$ cat config.mk
export PLATFORM = sky130hd
export DESIGN_NAME = chmap_arbiter
export DESIGN_NICKNAME = d
export VERILOG_FILES = /design/src/rtl/chmap_pkg.sv /design/src/rtl/chmap_table.sv /design/src/rtl/chmap_select.sv /design/src/rtl/chmap_arbiter.sv
export SDC_FILE = /design/constraint.sdc
export NUM_CORES = 1
export LEC_CHECK = 0
export BUFFER_PORTS_ARGS = -buffer_cell sky130_fd_sc_hd__buf_4
export CORE_ASPECT_RATIO = 0.5
export CORE_UTILIZATION = 50
export CTS_CLUSTER_DIAMETER = 60
export DETAILED_ROUTE_END_ITERATION = 16
export PLACE_DENSITY_LB_ADDON = 0.08
export SETUP_SLACK_MARGIN = 0.4
export SLEW_MARGIN = 20
export SYNTH_ARGS = -nofsm -noshare
export SYNTH_HDL_FRONTEND = slang
export SYNTH_SLANG_ARGS = --single-unit
$ cat constraint.sdc
create_clock -name clk -period 4.1 [get_ports clk]
set_clock_uncertainty 0.15 [all_clocks]
set_input_delay 0.82 -clock clk [delete_from_list [all_inputs] [get_ports clk]]
set_output_delay 0.82 -clock clk [all_outputs]
set_load 0.01 [all_outputs]
$ cat src/rtl/chmap_pkg.sv
package chmap_pkg;
  parameter int unsigned NUM_CH    = 12;
  parameter int unsigned NUM_REMAP = 8;
  localparam int unsigned IDX_W    = $clog2(NUM_CH);

  typedef logic [IDX_W-1:0]  idx_t;
  typedef logic [NUM_CH-1:0] vec_t;

  // lowest set position of a vector, zero when empty
  function automatic idx_t lowest_set(input vec_t v);
    idx_t r;
    r = '0;
    for (int i = NUM_CH - 1; i >= 0; i--) begin
      if (v[i]) r = idx_t'(i);
    end
    return r;
  endfunction

  // read one bit with a range-safe index
  function automatic logic bit_at(input vec_t v, input idx_t i);
    logic r;
    r = 1'b0;
    for (int k = 0; k < NUM_CH; k++) begin
      if (i == idx_t'(k)) r = v[k];
    end
    return r;
  endfunction

  // new pair of channels is the old pair, kept or exchanged
  function automatic logic same_pair(input idx_t old_a, input idx_t old_b,
                                     input idx_t new_a, input idx_t new_b);
    return ((new_a == old_a) && (new_b == old_b)) ||
           ((new_a == old_b) && (new_b == old_a));
  endfunction

  function automatic logic remappable(input idx_t v);
    return v < idx_t'(NUM_REMAP);
  endfunction
endpackage

$ cat src/rtl/chmap_table.sv
module chmap_table
  import chmap_pkg::*;
(
  input  logic clk,
  input  logic rst_n,
  input  vec_t en_i,
  input  logic wr_i,
  input  idx_t pa_i,
  input  idx_t ca_i,
  input  idx_t pb_i,
  input  idx_t cb_i,
  output idx_t chan_o [NUM_CH],
  output logic accept_o,
  output logic reject_o,
  output logic err_o
);
  idx_t remap_q [NUM_REMAP];
  logic err_q;
  idx_t cur_a, cur_b;
  logic in_range, distinct, idle, perm;

  always_comb begin
    cur_a = '0;
    cur_b = '0;
    for (int i = 0; i < NUM_REMAP; i++) begin
      if (pa_i == idx_t'(i)) cur_a = remap_q[i];
      if (pb_i == idx_t'(i)) cur_b = remap_q[i];
    end
  end

  assign in_range = remappable(pa_i) && remappable(pb_i) &&
                    remappable(ca_i) && remappable(cb_i);
  assign distinct = (pa_i != pb_i);
  assign idle     = !bit_at(en_i, pa_i) && !bit_at(en_i, pb_i);
  assign perm     = same_pair(cur_a, cur_b, ca_i, cb_i);
  assign accept_o = wr_i && in_range && distinct && idle && perm;
  assign reject_o = wr_i && !accept_o;

  always_ff @(posedge clk) begin
    if (!rst_n) begin
      for (int i = 0; i < NUM_REMAP; i++) remap_q[i] <= idx_t'(i);
      err_q <= 1'b0;
    end else begin
      if (accept_o) begin
        for (int i = 0; i < NUM_REMAP; i++) begin
          if (pa_i == idx_t'(i)) remap_q[i] <= ca_i;
          else if (pb_i == idx_t'(i)) remap_q[i] <= cb_i;
        end
      end
      if (reject_o) err_q <= 1'b1;
    end
  end

  assign err_o = err_q;

  generate
    for (genvar p = 0; p < NUM_CH; p++) begin : g_chan
      if (p < NUM_REMAP) begin : g_soft
        assign chan_o[p] = remap_q[p];
      end else begin : g_pinned
        assign chan_o[p] = idx_t'(p);
      end
    end
  endgenerate
endmodule

$ cat src/rtl/chmap_select.sv
module chmap_select
  import chmap_pkg::*;
(
  input  vec_t act_i,
  input  idx_t chan_i [NUM_CH],
  output logic win_any_o,
  output idx_t win_idx_o,
  output vec_t win_oh_o
);
  vec_t chreq;
  idx_t owner [NUM_CH];
  idx_t win_ch;

  generate
    for (genvar c = 0; c < NUM_CH; c++) begin : g_slot
      logic hit;
      idx_t who;
      always_comb begin
        hit = 1'b0;
        who = '0;
        for (int p = 0; p < NUM_CH; p++) begin
          if (act_i[p] && (chan_i[p] == idx_t'(c))) begin
            hit = 1'b1;
            who = idx_t'(p);
          end
        end
      end
      assign chreq[c] = hit;
      assign owner[c] = who;
    end
  endgenerate

  assign win_ch    = lowest_set(chreq);
  assign win_any_o = |chreq;

  always_comb begin
    win_idx_o = '0;
    for (int c = 0; c < NUM_CH; c++) begin
      if (win_ch == idx_t'(c)) win_idx_o = owner[c];
    end
  end

  generate
    for (genvar p = 0; p < NUM_CH; p++) begin : g_oh
      assign win_oh_o[p] = win_any_o && (win_idx_o == idx_t'(p));
    end
  endgenerate
endmodule

$ cat src/rtl/chmap_arbiter.sv
module chmap_arbiter
  import chmap_pkg::*;
(
  input  logic              clk,
  input  logic              rst_n,
  input  logic [NUM_CH-1:0] req_i,
  input  logic [NUM_CH-1:0] en_i,
  input  logic              mapw_i,
  input  logic [IDX_W-1:0]  mapw_pa_i,
  input  logic [IDX_W-1:0]  mapw_ca_i,
  input  logic [IDX_W-1:0]  mapw_pb_i,
  input  logic [IDX_W-1:0]  mapw_cb_i,
  output logic [NUM_CH-1:0] gnt_o,
  output logic              gnt_vld_o,
  output logic [IDX_W-1:0]  gnt_idx_o,
  output logic              map_err_o
);
  vec_t act;
  idx_t chan_map [NUM_CH];
  logic wr_accept, wr_reject;
  logic win_any;
  idx_t win_idx;
  vec_t win_oh;
  vec_t gnt_q;
  logic vld_q;
  idx_t idx_q;

  assign act = req_i & en_i;

  chmap_table u_table (
    .clk      (clk),
    .rst_n    (rst_n),
    .en_i     (en_i),
    .wr_i     (mapw_i),
    .pa_i     (mapw_pa_i),
    .ca_i     (mapw_ca_i),
    .pb_i     (mapw_pb_i),
    .cb_i     (mapw_cb_i),
    .chan_o   (chan_map),
    .accept_o (wr_accept),
    .reject_o (wr_reject),
    .err_o    (map_err_o)
  );

  chmap_select u_select (
    .act_i     (act),
    .chan_i    (chan_map),
    .win_any_o (win_any),
    .win_idx_o (win_idx),
    .win_oh_o  (win_oh)
  );

  always_ff @(posedge clk) begin
    if (!rst_n) begin
      gnt_q <= '0;
      vld_q <= 1'b0;
      idx_q <= '0;
    end else begin
      gnt_q <= win_oh;
      vld_q <= win_any;
      idx_q <= win_idx;
    end
  end

  assign gnt_o     = gnt_q;
  assign gnt_vld_o = vld_q;
  assign gnt_idx_o = idx_q;
endmodule

==> results of run 1 <==
==> worst max-delay path: stages (launching register included) <==
cell and delay [ps]:
edfxtp_1 510, buf_4 200, nand2_1 210, o22ai_1 220, nor4_1 280, buf_4 170
nand4_1 150, o221ai_4 270, a21o_1 230, buf_6 120, a31oi_4 70, o32ai_2 290
a221oi_2 130, or4_4 560, nor2_1 120
==> sequential cells by signal (all words and copies together), names as in the netlist <==
name	flops
u_table.err_o	1
u_table.remap_q	32
gnt_o	12
gnt_vld_o	1
gnt_idx_o	4
==> power groups by stage <==
stage | sequential (mW) | clock (mW) | combinational (mW)
2_1_floorplan | 0.615 | 0 | 0.396
3_3_place_gp | 0.622 | 0 | 0.708
3_5_place_dp | 0.625 | 0 | 0.716
4_1_cts | 0.613 | 0.508 | 0.766
5_1_grt | 0.619 | 0.528 | 0.943
6_report | 0.617 | 0.520 | 0.890
==> layout by cell type, fill, tap and decap left out, types with 15 or more instances in the layout <==
master / synthesis / layout
a21oi_1: 32 / 26
a22oi_1: 20 / 18
buf_4: 0 / 204
dfxtp_1: 18 / 18
edfxtp_1: 32 / 32
inv_1: 15 / 15
mux2i_1: 15 / 15
nand2_1: 60 / 58
nand2b_1: 21 / 18
nand3_1: 30 / 30
nand4b_1: 16 / 16
nor2_1: 88 / 82
nor2b_1: 17 / 16
o21ai_0: 45 / 40
o22ai_1: 39 / 27
==> per-stage QoR <==
step	setup WS, ps	std cells	utilization
global placement	-30.7	1001	0.671
finish	325	1043	0.759
detailed placement	-102	1001	0.671
global route	160	1043	0.759
CTS	318	1024	0.714
floorplan	378	717	-
==> routing by layer <==
| metal | GRT usage | vias to the layer above |
|---|---|---|
| met4 | 0.136 | 0 |
| met1 | 0.565 | 3403 |
| li1 | - | 3170 |
| met2 | 0.634 | 642 |
| met5 | 0 | - |
| met3 | 0.126 | 134 |
==> logic make-up (layout without fill, tap and decap cells) <==
logic type	count (synthesis)	in the layout
simple gates	335	335
fa+ha+maj	1	1
buf+inv	57	243
compound gates	220	220
other cells	1	6
xor+xnor	19	19
flops	50	50
mux	29	29
==> layout make-up <==
cell class                      count  area, um2  area share
Inverter                           15       56.3     0.00706
Multi-Input combinational cell    610       4530       0.569
Timing Repair Buffer              220       1710       0.215
Tap cell                          140        175      0.0220
Clock buffer                        5        125      0.0157
Sequential cell                    50       1320       0.166
Clock inverter                      3       48.8     0.00612
==> repair_timing <==
item,in CTS,in global routing
buffers inserted,15,19
pin swaps,19,42
gates cloned,0,0
gates resized for setup,36,70
endpoints found under the hold margin,0,0
setup endpoints to repair,23,52
==> worst min-delay path by stage <==
| stage | from | depth (start not counted) | slack, ps | end |
|---|---|---|---|---|
| final | u_table.err_o | 2 | 360 | u_table.err_o |
| after detailed placement | u_table.err_o | 2 | 320 | u_table.err_o |
| after global placement | u_table.err_o | 2 | 320 | u_table.err_o |
| after CTS | u_table.err_o | 2 | 340 | u_table.err_o |
| after floorplan | u_table.err_o | 2 | 350 | u_table.err_o |
| after global routing | u_table.err_o | 2 | 380 | u_table.err_o |
==> qor.csv, run 1 <==
stage,metric,value,unit
run_status,outcome,finished clean,
grt,first-pass GRT wire length,36800,um
cts,Root Buffer,clkbuf_16,
pwr,Gate power share,0.439,
layout,synthesis-to-layout area growth,43.2,%
pwr,VDD IR max,0.204,mV
setup_path,reg2reg start,u_table.remap_q[0][12],
setup_path,CP Max Fanout,7,
timing,Worst-Margin Slew,832,ps
timing,Setup TNS,0,ps
cts,H-tree levels,2,
min_path,HP Class,flip-flop to flip-flop,
synth,top cell type by total area after synthesis,edfxtp_1,
pwr,Leakage,3.06,nW
detailed_routing,WL final,24800,um
synth,"EDFF count, synth",32,
setup_path,Worst R2R Setup Slack,320,ps
cts,clock tree sinks,50,
floorplan,row count,26,
pwr,Switch Pwr,734,uW
detailed_routing,met3 WL post-DR,3460,um
setup_path,"Data arrival, critical path",3860,ps
timing,final setup fails,0,
synth,adder-cell area share of the yosys netlist,0.00225,
floorplan,die area,0.0116,mm2
setup_path,crit path kind,flip-flop to flip-flop,
synth,Synth top cells by count,"nor2_1, nand2_1, o21ai_0",
timing,fmax,0.265,GHz
detailed_routing,DR pass1 iterations,6,
setup_path,r2r endpoint,gnt_o[2],
grt,gr usage total,0.419,
layout,antenna cells,0,
cts,Clock transition at path regs,90,ps
timing,Slew Limit Fails,0,
pwr,sw frac,0.362,
synth,Yosys reg bits,50,
floorplan,Die Y,76.6,um
synth,cells after synthesis,712,
floorplan,die width,151,um
timing,RSZ-0062 raised after global routing,yes,
detailed_routing,Via density,7.05,
synth,sequential share of the synthesized area,0.237,
floorplan,effective utilization at floorplan,0.530,
timing,Max transition margin,0.440,
synth,synth top area cells,"edfxtp_1, dfxtp_1, nor2_1",
place,Placed Area,0.00705,mm2
cts,hold_buf cts,0,
cts,Max Buffers Root-to-Sink,2,
detailed_routing,drt wl/cell,23.7,um
synth,largest family of logic cells by synthesized area,simple AND/OR/NAND/NOR gates,
place,Port Buffer Count,60,
setup_path,Worst Setup End Kind,flip-flop,
layout,Filler cells,751,
synth,mux contribution to synthesized area,0.0802,
cts,total CTS buffers,5,
detailed_routing,Residual DRC,0,
grt,vias in the first global route,6690,
floorplan,core area,0.0105,mm2
synth,Mapped Area,0.00557,mm2
detailed_routing,1st-iter DRT viols,1051,
grt,largest net degree at the start of global routing,27,
synth,Synth top area share,0.173,
detailed_routing,DRT antenna net count,0,
cts,clk_lat worst skew,310,ps
grt,antenna violations before repair,0,
setup_path,Worst EP required,4190,ps
timing,Hold Slack,365,ps
pwr,Int Power,1.29,mW
synth,Post-Synth XOR/XNOR Area,0.0299,
place,gp weighted congestion,1.03,
synth,mean post-synth cell area,7.82,um2
pwr,register share of total power,0.304,
setup_path,CP endpoint,gnt_o[2],
detailed_routing,vias,7349,
pwr,total power,2.03,mW
run,Max Cap Viol,0,
floorplan,IO Count,61,
layout,design area,0.00797,mm2
synth,top-count cell post-synth,nor2_1,
detailed_routing,metal1 wirelength,9680,um
detailed_routing,WL met2,10700,um
synth,post-synthesis compound-gate area fraction,0.270,
synth,Syn. warnings,0,
timing,final hold violation count,0,
grt,total congestion overflow,0,
pwr,P per Cell Area,254,mW/mm2
place,post-DP HPWL,19000,um
synth,Synth Area in Simple Gates,0.337,
timing,minimum clock period,3780,ps
synth,asr flop ratio synth,0,
detailed_routing,uppermost routed layer,met4,
pwr,Clk pwr share,0.256,
synth,post-synth cell types,77,
setup_path,CP startpoint kind,flip-flop,
setup_path,FF-to-FF path depth,14,
setup_path,crit path launch,u_table.remap_q[0][12],
layout,ratio of cells with drive above 1 in the final layout,0.370,
layout,fin nets,946,
synth,Main synth FF type,edfxtp_1,
timing,Tcrit/Tclk final,0.921,
cts,CTS tree,yes,
No activity file was read; power rests on OpenSTA's default activity.
==> run 2, diff against run 1 <==
--- a/config.mk
+++ b/config.mk
@@ -5,8 +5,9 @@
 export SDC_FILE = /design/constraint.sdc
 export NUM_CORES = 1
 export LEC_CHECK = 0
+export ABC_AREA = 1
 export BUFFER_PORTS_ARGS = -buffer_cell sky130_fd_sc_hd__buf_4
-export CORE_ASPECT_RATIO = 0.5
+export CORE_ASPECT_RATIO = 1.5
 export CORE_UTILIZATION = 50
 export CTS_CLUSTER_DIAMETER = 60
 export DETAILED_ROUTE_END_ITERATION = 16
==> run 2 against run 1 <==
Effect of this change: register-to-register slack better by 340 ps; non-clock buffer count is 147 lower; core utilization is 13 points lower.
==> qor.csv, run 2 <==
stage,metric,value,unit,change
setup_path,reg2reg start,u_table.remap_q[0][0],,
grt,first-pass GRT wire length,31900,um,-13%
timing,minimum clock period,3540,ps,-238 ps
setup_path,Worst R2R Setup Slack,660,ps,+340 ps
setup_path,Worst Setup End Kind,flip-flop,,
layout,Filler cells,1017,,+35%
layout,design area,0.00639,mm2,-20%
pwr,Leakage,3.13,nW,+2.1%
place,DP Cell Count,1100,,+9.9%
pwr,Gate power share,0.330,,-0.109
setup_path,CP endpoint,u_table.remap_q[0][1],,
floorplan,core area,0.0102,mm2,-2.5%
floorplan,IO Count,61,,unchanged
setup_path,CP startpoint kind,primary input,,
cts,clk_lat worst skew,300,ps,about the same
floorplan,die width,86.2,um,-43%
timing,Setup TNS,0,ps,unchanged
detailed_routing,DRT antenna net count,0,,unchanged
layout,largest reg by FF count,u_table.remap_q,,
layout,antenna cells,0,,unchanged
cts,Root Buffer,clkbuf_16,,
layout,synthesis-to-layout area growth,20.4,%,
synth,Synth top area share,0.201,,+0.0287
timing,final setup fails,0,,unchanged
cts,Clock transition at path regs,70,ps,-20 ps
pwr,sw frac,0.365,,+0.00336
detailed_routing,Residual DRC,0,,unchanged
setup_path,CP Max Fanout,8,,+1
cts,CTS tree,yes,,
setup_path,FF-to-FF path depth,27,,+13
floorplan,row count,45,,+73%
timing,Slew Limit Fails,0,,unchanged
detailed_routing,WL final,21200,um,-14%
pwr,Int Power,998,uW,-23%
detailed_routing,vias,6562,,-11%
timing,Tcrit/Tclk final,0.863,,-0.0581
synth,post-synth cell types,44,,-43%
cts,clock tree sinks,50,,unchanged
layout,max reg flops,32,,unchanged
grt,largest net degree at the start of global routing,22,,-19%
run,Max Cap Viol,0,,unchanged
floorplan,die area,0.0111,mm2,-4.6%
synth,Synth top cells by count,"nand2_1, nor2_1, inv_1",,
setup_path,crit path kind,primary input to flip-flop,,
synth,asr flop ratio synth,0,,unchanged
detailed_routing,Via density,5.89,,-16%
setup_path,r2r endpoint,gnt_o[4],,
synth,Yosys reg bits,50,,unchanged
timing,Max transition margin,0.601,,+0.161
setup_path,Worst EP required,3950,ps,-240 ps
grt,gr usage total,0.386,,-0.0332
pwr,Switch Pwr,575,uW,-22%
min_path,worst hold path depth,2,,unchanged
layout,final core utilization,0.624,,-0.134
timing,fmax,0.283,GHz,+6.7%
timing,final hold violation count,0,,unchanged
pwr,register share of total power,0.380,,+0.076
run_status,outcome,finished clean,,
synth,"EDFF count, synth",32,,unchanged
synth,mean post-synth cell area,5.96,um2,-24%
detailed_routing,DR pass1 iterations,6,,unchanged
pwr,Clk pwr share,0.290,,+0.034
cts,hold_buf cts,0,,unchanged
layout,ratio of cells with drive above 1 in the final layout,0.225,,-0.145
layout,Finished Layout Cells,1114,,+6.8%
cts,H-tree levels,2,,unchanged
layout,fin nets,1016,,+7.4%
synth,top cell type by total area after synthesis,nand2_1,,
synth,sequential share of the synthesized area,0.249,,+0.0113
pwr,VDD IR max,0.248,mV,+21%
timing,RSZ-0062 raised after global routing,no,,
layout,"commonest non-fill, non-tap cells in the layout","nand2_1, nor2_1, inv_1, buf_4, nand3_1",,
floorplan,effective utilization at floorplan,0.518,,-0.0113
setup_path,crit path launch,mapw_pa_i[0],,
cts,Max Buffers Root-to-Sink,2,,unchanged
place,Placed Area,0.00598,mm2,-15%
layout,footprint of the multi-input gates,0.00371,mm2,-18%
detailed_routing,drt wl/cell,19.0,um,-20%
synth,cells after synthesis,892,,+25%
timing,Worst-Margin Slew,596,ps,-236 ps
place,Port Buffer Count,60,,unchanged
grt,total congestion overflow,0,,unchanged
pwr,P per Cell Area,246,mW/mm2,-3.2%
synth,Syn. warnings,0,,unchanged
setup_path,"Data arrival, critical path",3380,ps,-480 ps
layout,register area,0.00132,mm2,unchanged
grt,vias in the first global route,6225,,-7.0%
cts,total CTS buffers,5,,unchanged
synth,Mapped Area,0.00531,mm2,-4.6%
grt,antenna violations before repair,0,,unchanged
layout,"most common cell after layout, fill and taps aside",nand2_1,,
synth,Main synth FF type,edfxtp_1,,
detailed_routing,1st-iter DRT viols,591,,-44%
min_path,HP Class,flip-flop to flip-flop,,
floorplan,Die Y,128,um,+67%
synth,top-count cell post-synth,nand2_1,,
min_path,HP Start,u_table.err_o,,
place,gp weighted congestion,1.06,,+2.7%
synth,synth top area cells,"nand2_1, edfxtp_1, nor2_1",,
place,post-DP HPWL,17600,um,-7.3%
run 2: what timing repair did:
action | in CTS | in global routing
pin swaps | 1 | 8
resized for setup | 1 | 55
setup buffers | 3 | 3
endpoints found under the setup margin | 3 | 43
run 2: logic make-up (layout without fill, tap and decap cells):
| group | after synthesis | count (layout) | synth area share |
|---|---|---|---|
| and+or+nand+nor | 568 | 568 | 0.477 |
| buffers and inverters | 133 | 209 | 0.0954 |
| AOI/OAI and AO/OA | 127 | 127 | 0.156 |
| DFF | 50 | 50 | 0.249 |
| xor gates and xnor gates | 12 | 12 | 0.0198 |
| adders and majority gates | 1 | 1 | 0.00235 |
| other | 1 | 6 | 0.000706 |
run 2: worst min-delay path by stage:
| stage | slack, ps | endpoint |
|---|---|---|
| 2_1_floorplan | 350 | u_table.err_o |
| 3_3_place_gp | 330 | u_table.err_o |
| 3_5_place_dp | 380 | u_table.err_o |
| 4_1_cts | 390 | u_table.err_o |
| 5_1_grt | 460 | u_table.err_o |
| 6_report | 400 | u_table.err_o |
run 2: critical path, cell delays in order:
cell     delay (ps)
buf_4           130
inv_2            80
nor2_1          100
nand2_2         180
o22ai_1          90
a21oi_1         160
o21ai_0         130
a21oi_1         260
nand4_1         130
o21ai_0         100
nand4_1         100
nor3_1          320
nand2_2         130
nor2_4          180
buf_4           160
buf_4           100
nand2_2          60
nand2_1         150
run 2: final cells by class:
cell class	instances	share of cell area
clock inverters	2	0.00157
inverters	128	0.0751
well taps	141	0.0276
repair buffers	73	0.0857
flip-flops and latches	50	0.207
clock buffers	6	0.0235
multi-input cells	714	0.580
run 2: per-layer routing:
layer | GRT usage | part of all wire | wire length (um) | vias to the layer above
li1 | - | - | - | 3100
met2 | 0.697 | 0.51 | 10800 | 308
met1 | 0.399 | 0.35 | 7460 | 3050
met4 | 0.292 | 0.084 | 1770 | 0
met5 | 0 | 0 | 0 | -
met3 | 0.0502 | 0.056 | 1190 | 104
run 2: power groups by stage:
stage	Clock [mW]	Combinational, mW	Sequential [mW]
final	0.456	0.519	0.598
after global routing	0.474	0.562	0.600
after CTS	0.452	0.476	0.595
after detailed placement	0	0.474	0.606
after global placement	0	0.466	0.605
after floorplan	0	0.304	0.600
run 2: stage by stage:
| step | power [mW] | setup WS [ps] | hold slack (ps) |
|---|---|---|---|
| final | 1.57 | 563 | 400 |
| after floorplan | 0.904 | 915 | 352 |
| after detailed placement | 1.08 | 59.1 | 385 |
| after global routing | 1.64 | 400 | 463 |
| after global placement | 1.07 | 50.4 | 327 |
| after CTS | 1.52 | 459 | 394 |
==> run 3, diff against run 2 <==
--- a/config.mk
+++ b/config.mk
@@ -7,8 +7,10 @@
 export LEC_CHECK = 0
 export ABC_AREA = 1
 export BUFFER_PORTS_ARGS = -buffer_cell sky130_fd_sc_hd__buf_4
+export CELL_PAD_IN_SITES_DETAIL_PLACEMENT = 1
+export CELL_PAD_IN_SITES_GLOBAL_PLACEMENT = 1
 export CORE_ASPECT_RATIO = 1.5
-export CORE_UTILIZATION = 50
+export CORE_UTILIZATION = 38
 export CTS_CLUSTER_DIAMETER = 60
 export DETAILED_ROUTE_END_ITERATION = 16
 export PLACE_DENSITY_LB_ADDON = 0.08
==> run 3 against run 2 <==
Effect of this change: the run now ends with DRC left; cell area up 1.0%; clock power grew 2%; register-to-register slack about the same; sequential share of layout area decreased by 0.21 points; die area grew 31%.
==> qor.csv, run 3 (synthesis gave the netlist of run 2 again) <==
stage,metric,value,unit,change
grt,vias in the first global route,6830,,+9.7%
layout,max reg flops,32,,unchanged
min_path,HP Start,u_table.err_o,,
timing,final hold violation count,0,,unchanged
layout,"commonest non-fill, non-tap cells in the layout","nand2_1, nor2_1, inv_1, buf_4, nand3_1",,
timing,Max transition margin,0.641,,+0.0397
place,Port Buffer Count,60,,unchanged
layout,Finished Layout Cells,1142,,+2.5%
setup_path,FF-to-FF path depth,22,,-19%
setup_path,reg2reg start,u_table.remap_q[1][13],,
floorplan,effective utilization at floorplan,0.391,,-0.128
pwr,VDD IR max,0.175,mV,-29%
run_status,failing checks,DRC,,
floorplan,Die Y,147,um,+14%
setup_path,Worst EP required,3970,ps,+20 ps
place,DP Cell Count,1123,,+2.1%
detailed_routing,Residual DRC,1,,+1
min_path,worst hold path depth,2,,unchanged
timing,Worst-Margin Slew,537,ps,-59.4 ps
layout,register area,0.00132,mm2,unchanged
cts,clock tree sinks,50,,unchanged
floorplan,core area,0.0136,mm2,+33%
layout,largest reg by FF count,u_table.remap_q,,
grt,largest net degree at the start of global routing,22,,unchanged
detailed_routing,vias,6456,,-1.6%
cts,CTS tree,yes,,
grt,met1 Track Usage GR,0.328,,-0.0710
detailed_routing,WL final,23800,um,+12%
detailed_routing,drt wl/cell,20.8,um,+9.6%
run_status,outcome,"finished, violations left",,
setup_path,CP startpoint kind,primary input,,
floorplan,die width,98.5,um,+14%
detailed_routing,1st-iter DRT viols,221,,-63%
detailed_routing,DR pass1 iterations,10,,+4
timing,RSZ-0062 raised after global routing,yes,,
place,gp weighted congestion,1.02,,-3.9%
grt,busiest grt layer,met2,,
layout,"most common cell after layout, fill and taps aside",nand2_1,,
layout,ratio of cells with drive above 1 in the final layout,0.223,,-0.00161
grt,gr usage total,0.331,,-0.0548
cts,Clock transition at path regs,70,ps,about the same
floorplan,die area,0.0145,mm2,+31%
setup_path,r2r endpoint,gnt_o[2],,
timing,setup ws final,549,ps,-13.9 ps
floorplan,row count,52,,+16%
timing,Tcrit/Tclk final,0.866,,+0.00340
timing,minimum clock period,3550,ps,+13.9 ps
cts,total CTS buffers,5,,unchanged
timing,Slew Limit Fails,0,,unchanged
layout,fin nets,1023,,+0.69%
setup_path,Worst R2R Setup Slack,650,ps,about the same
grt,total congestion overflow,0,,unchanged
pwr,Leakage,3.15,nW,+0.70%
place,post-DP HPWL,20700,um,+18%
place,Setup WS pre-CTS,-77.4,ps,-136 ps
min_path,Min-Delay Endpoint,u_table.err_o,,
layout,synthesis-to-layout area growth,21.6,%,
setup_path,crit path kind,primary input to flip-flop,,
pwr,P per Cell Area,247,mW/mm2,+0.48%
grt,global routing met2 resource utilization,0.650,,-0.0465
setup_path,"Data arrival, critical path",3420,ps,+40 ps
timing,final setup fails,0,,unchanged
min_path,HP Class,flip-flop to flip-flop,,
floorplan,IO Count,61,,unchanged
cts,H-tree levels,2,,unchanged
setup_path,CP Max Fanout,7,,-1
cts,clk_lat worst skew,300,ps,about the same
grt,first-pass GRT wire length,36300,um,+14%
setup_path,Worst Setup End Kind,flip-flop,,
run,Max Cap Viol,0,,unchanged
timing,fmax,0.282,GHz,-0.39%
layout,Filler cells,1895,,+86%
cts,Max Buffers Root-to-Sink,2,,unchanged
detailed_routing,DRT antenna net count,0,,unchanged
layout,footprint of the multi-input gates,0.00369,mm2,-0.37%
detailed_routing,Via density,5.65,,-4.0%
grt,antenna violations before repair,0,,unchanged
cts,Root Buffer,clkbuf_16,,
layout,antenna cells,0,,unchanged
grt,met3 Usage GRT,0.0290,,-0.0212
-- run 3: worst max-delay path by stage --
stage	end	startpoint	slack, ps
final	u_table.remap_q[0][4]	mapw_pa_i[0]	550
after floorplan	u_table.remap_q[1][10]	mapw_pb_i[2]	920
after CTS	gnt_o[2]	en_i[7]	430
after global placement	u_table.remap_q[0][13]	mapw_pb_i[0]	50
after global routing	gnt_o[5]	en_i[2]	390
after detailed placement	u_table.remap_q[0][4]	mapw_pa_i[3]	-80
-- run 3: cell type report --
class | instances | share of cell area
Clock buffer | 6 | 0.0232
Clock inverter | 2 | 0.00155
Inverter | 128 | 0.0744
Multi-Input combinational cell | 714 | 0.572
Sequential cell | 50 | 0.205
Tap cell | 162 | 0.0314
Timing Repair Buffer | 80 | 0.0930
-- run 3: timing repair --
item	CTS	global route
resized for setup	1	49
hold buffers	0	0
setup buffers	4	7
endpoints found under the hold margin	0	0
pin swaps	1	7
endpoints found under the setup margin	13	63
-- run 3: routing by layer --
layer / vias to the layer above / share of wire / routed length (um)
met5: - / 0 / 0
met4: 0 / 0.068 / 1620
met3: 87 / 0.025 / 584
met2: 165 / 0.55 / 13000
met1: 3105 / 0.36 / 8600
li1: 3099 / - / -
-- run 3: critical path, stage by stage --
cell and delay [ps]:
buf_4 130, inv_2 80, nor2_1 90, nand2_2 170, o22ai_1 90, a21oi_1 140, o21ai_0 120, a21oi_1 260
nand4_1 120, o21ai_0 100, nand4_1 100, nor3_1 340, nand2_2 130, nor2_4 190, nand3_1 200, a21oi_1 200
o21ai_0 130
-- run 3: report_power, final --
part,switching [mW],internal (mW)
Sequential,0.0342,0.564
Combinational,0.362,0.174
Clock,0.200,0.262
Total,0.597,1.00
-- run 3: stage by stage --
step | TNS, ps | hold slack, ps | power, mW | util | instance area, um2
global placement | 0 | 304 | 1.09 | 0.443 | 6030
floorplan | 0 | 352 | 0.904 | - | 5330
global route | 0 | 387 | 1.66 | 0.475 | 6460
detailed placement | -89.7 | 311 | 1.10 | 0.443 | 6030
finish | 0 | 325 | 1.60 | 0.475 | 6460
CTS | 0 | 329 | 1.56 | 0.457 | 6220
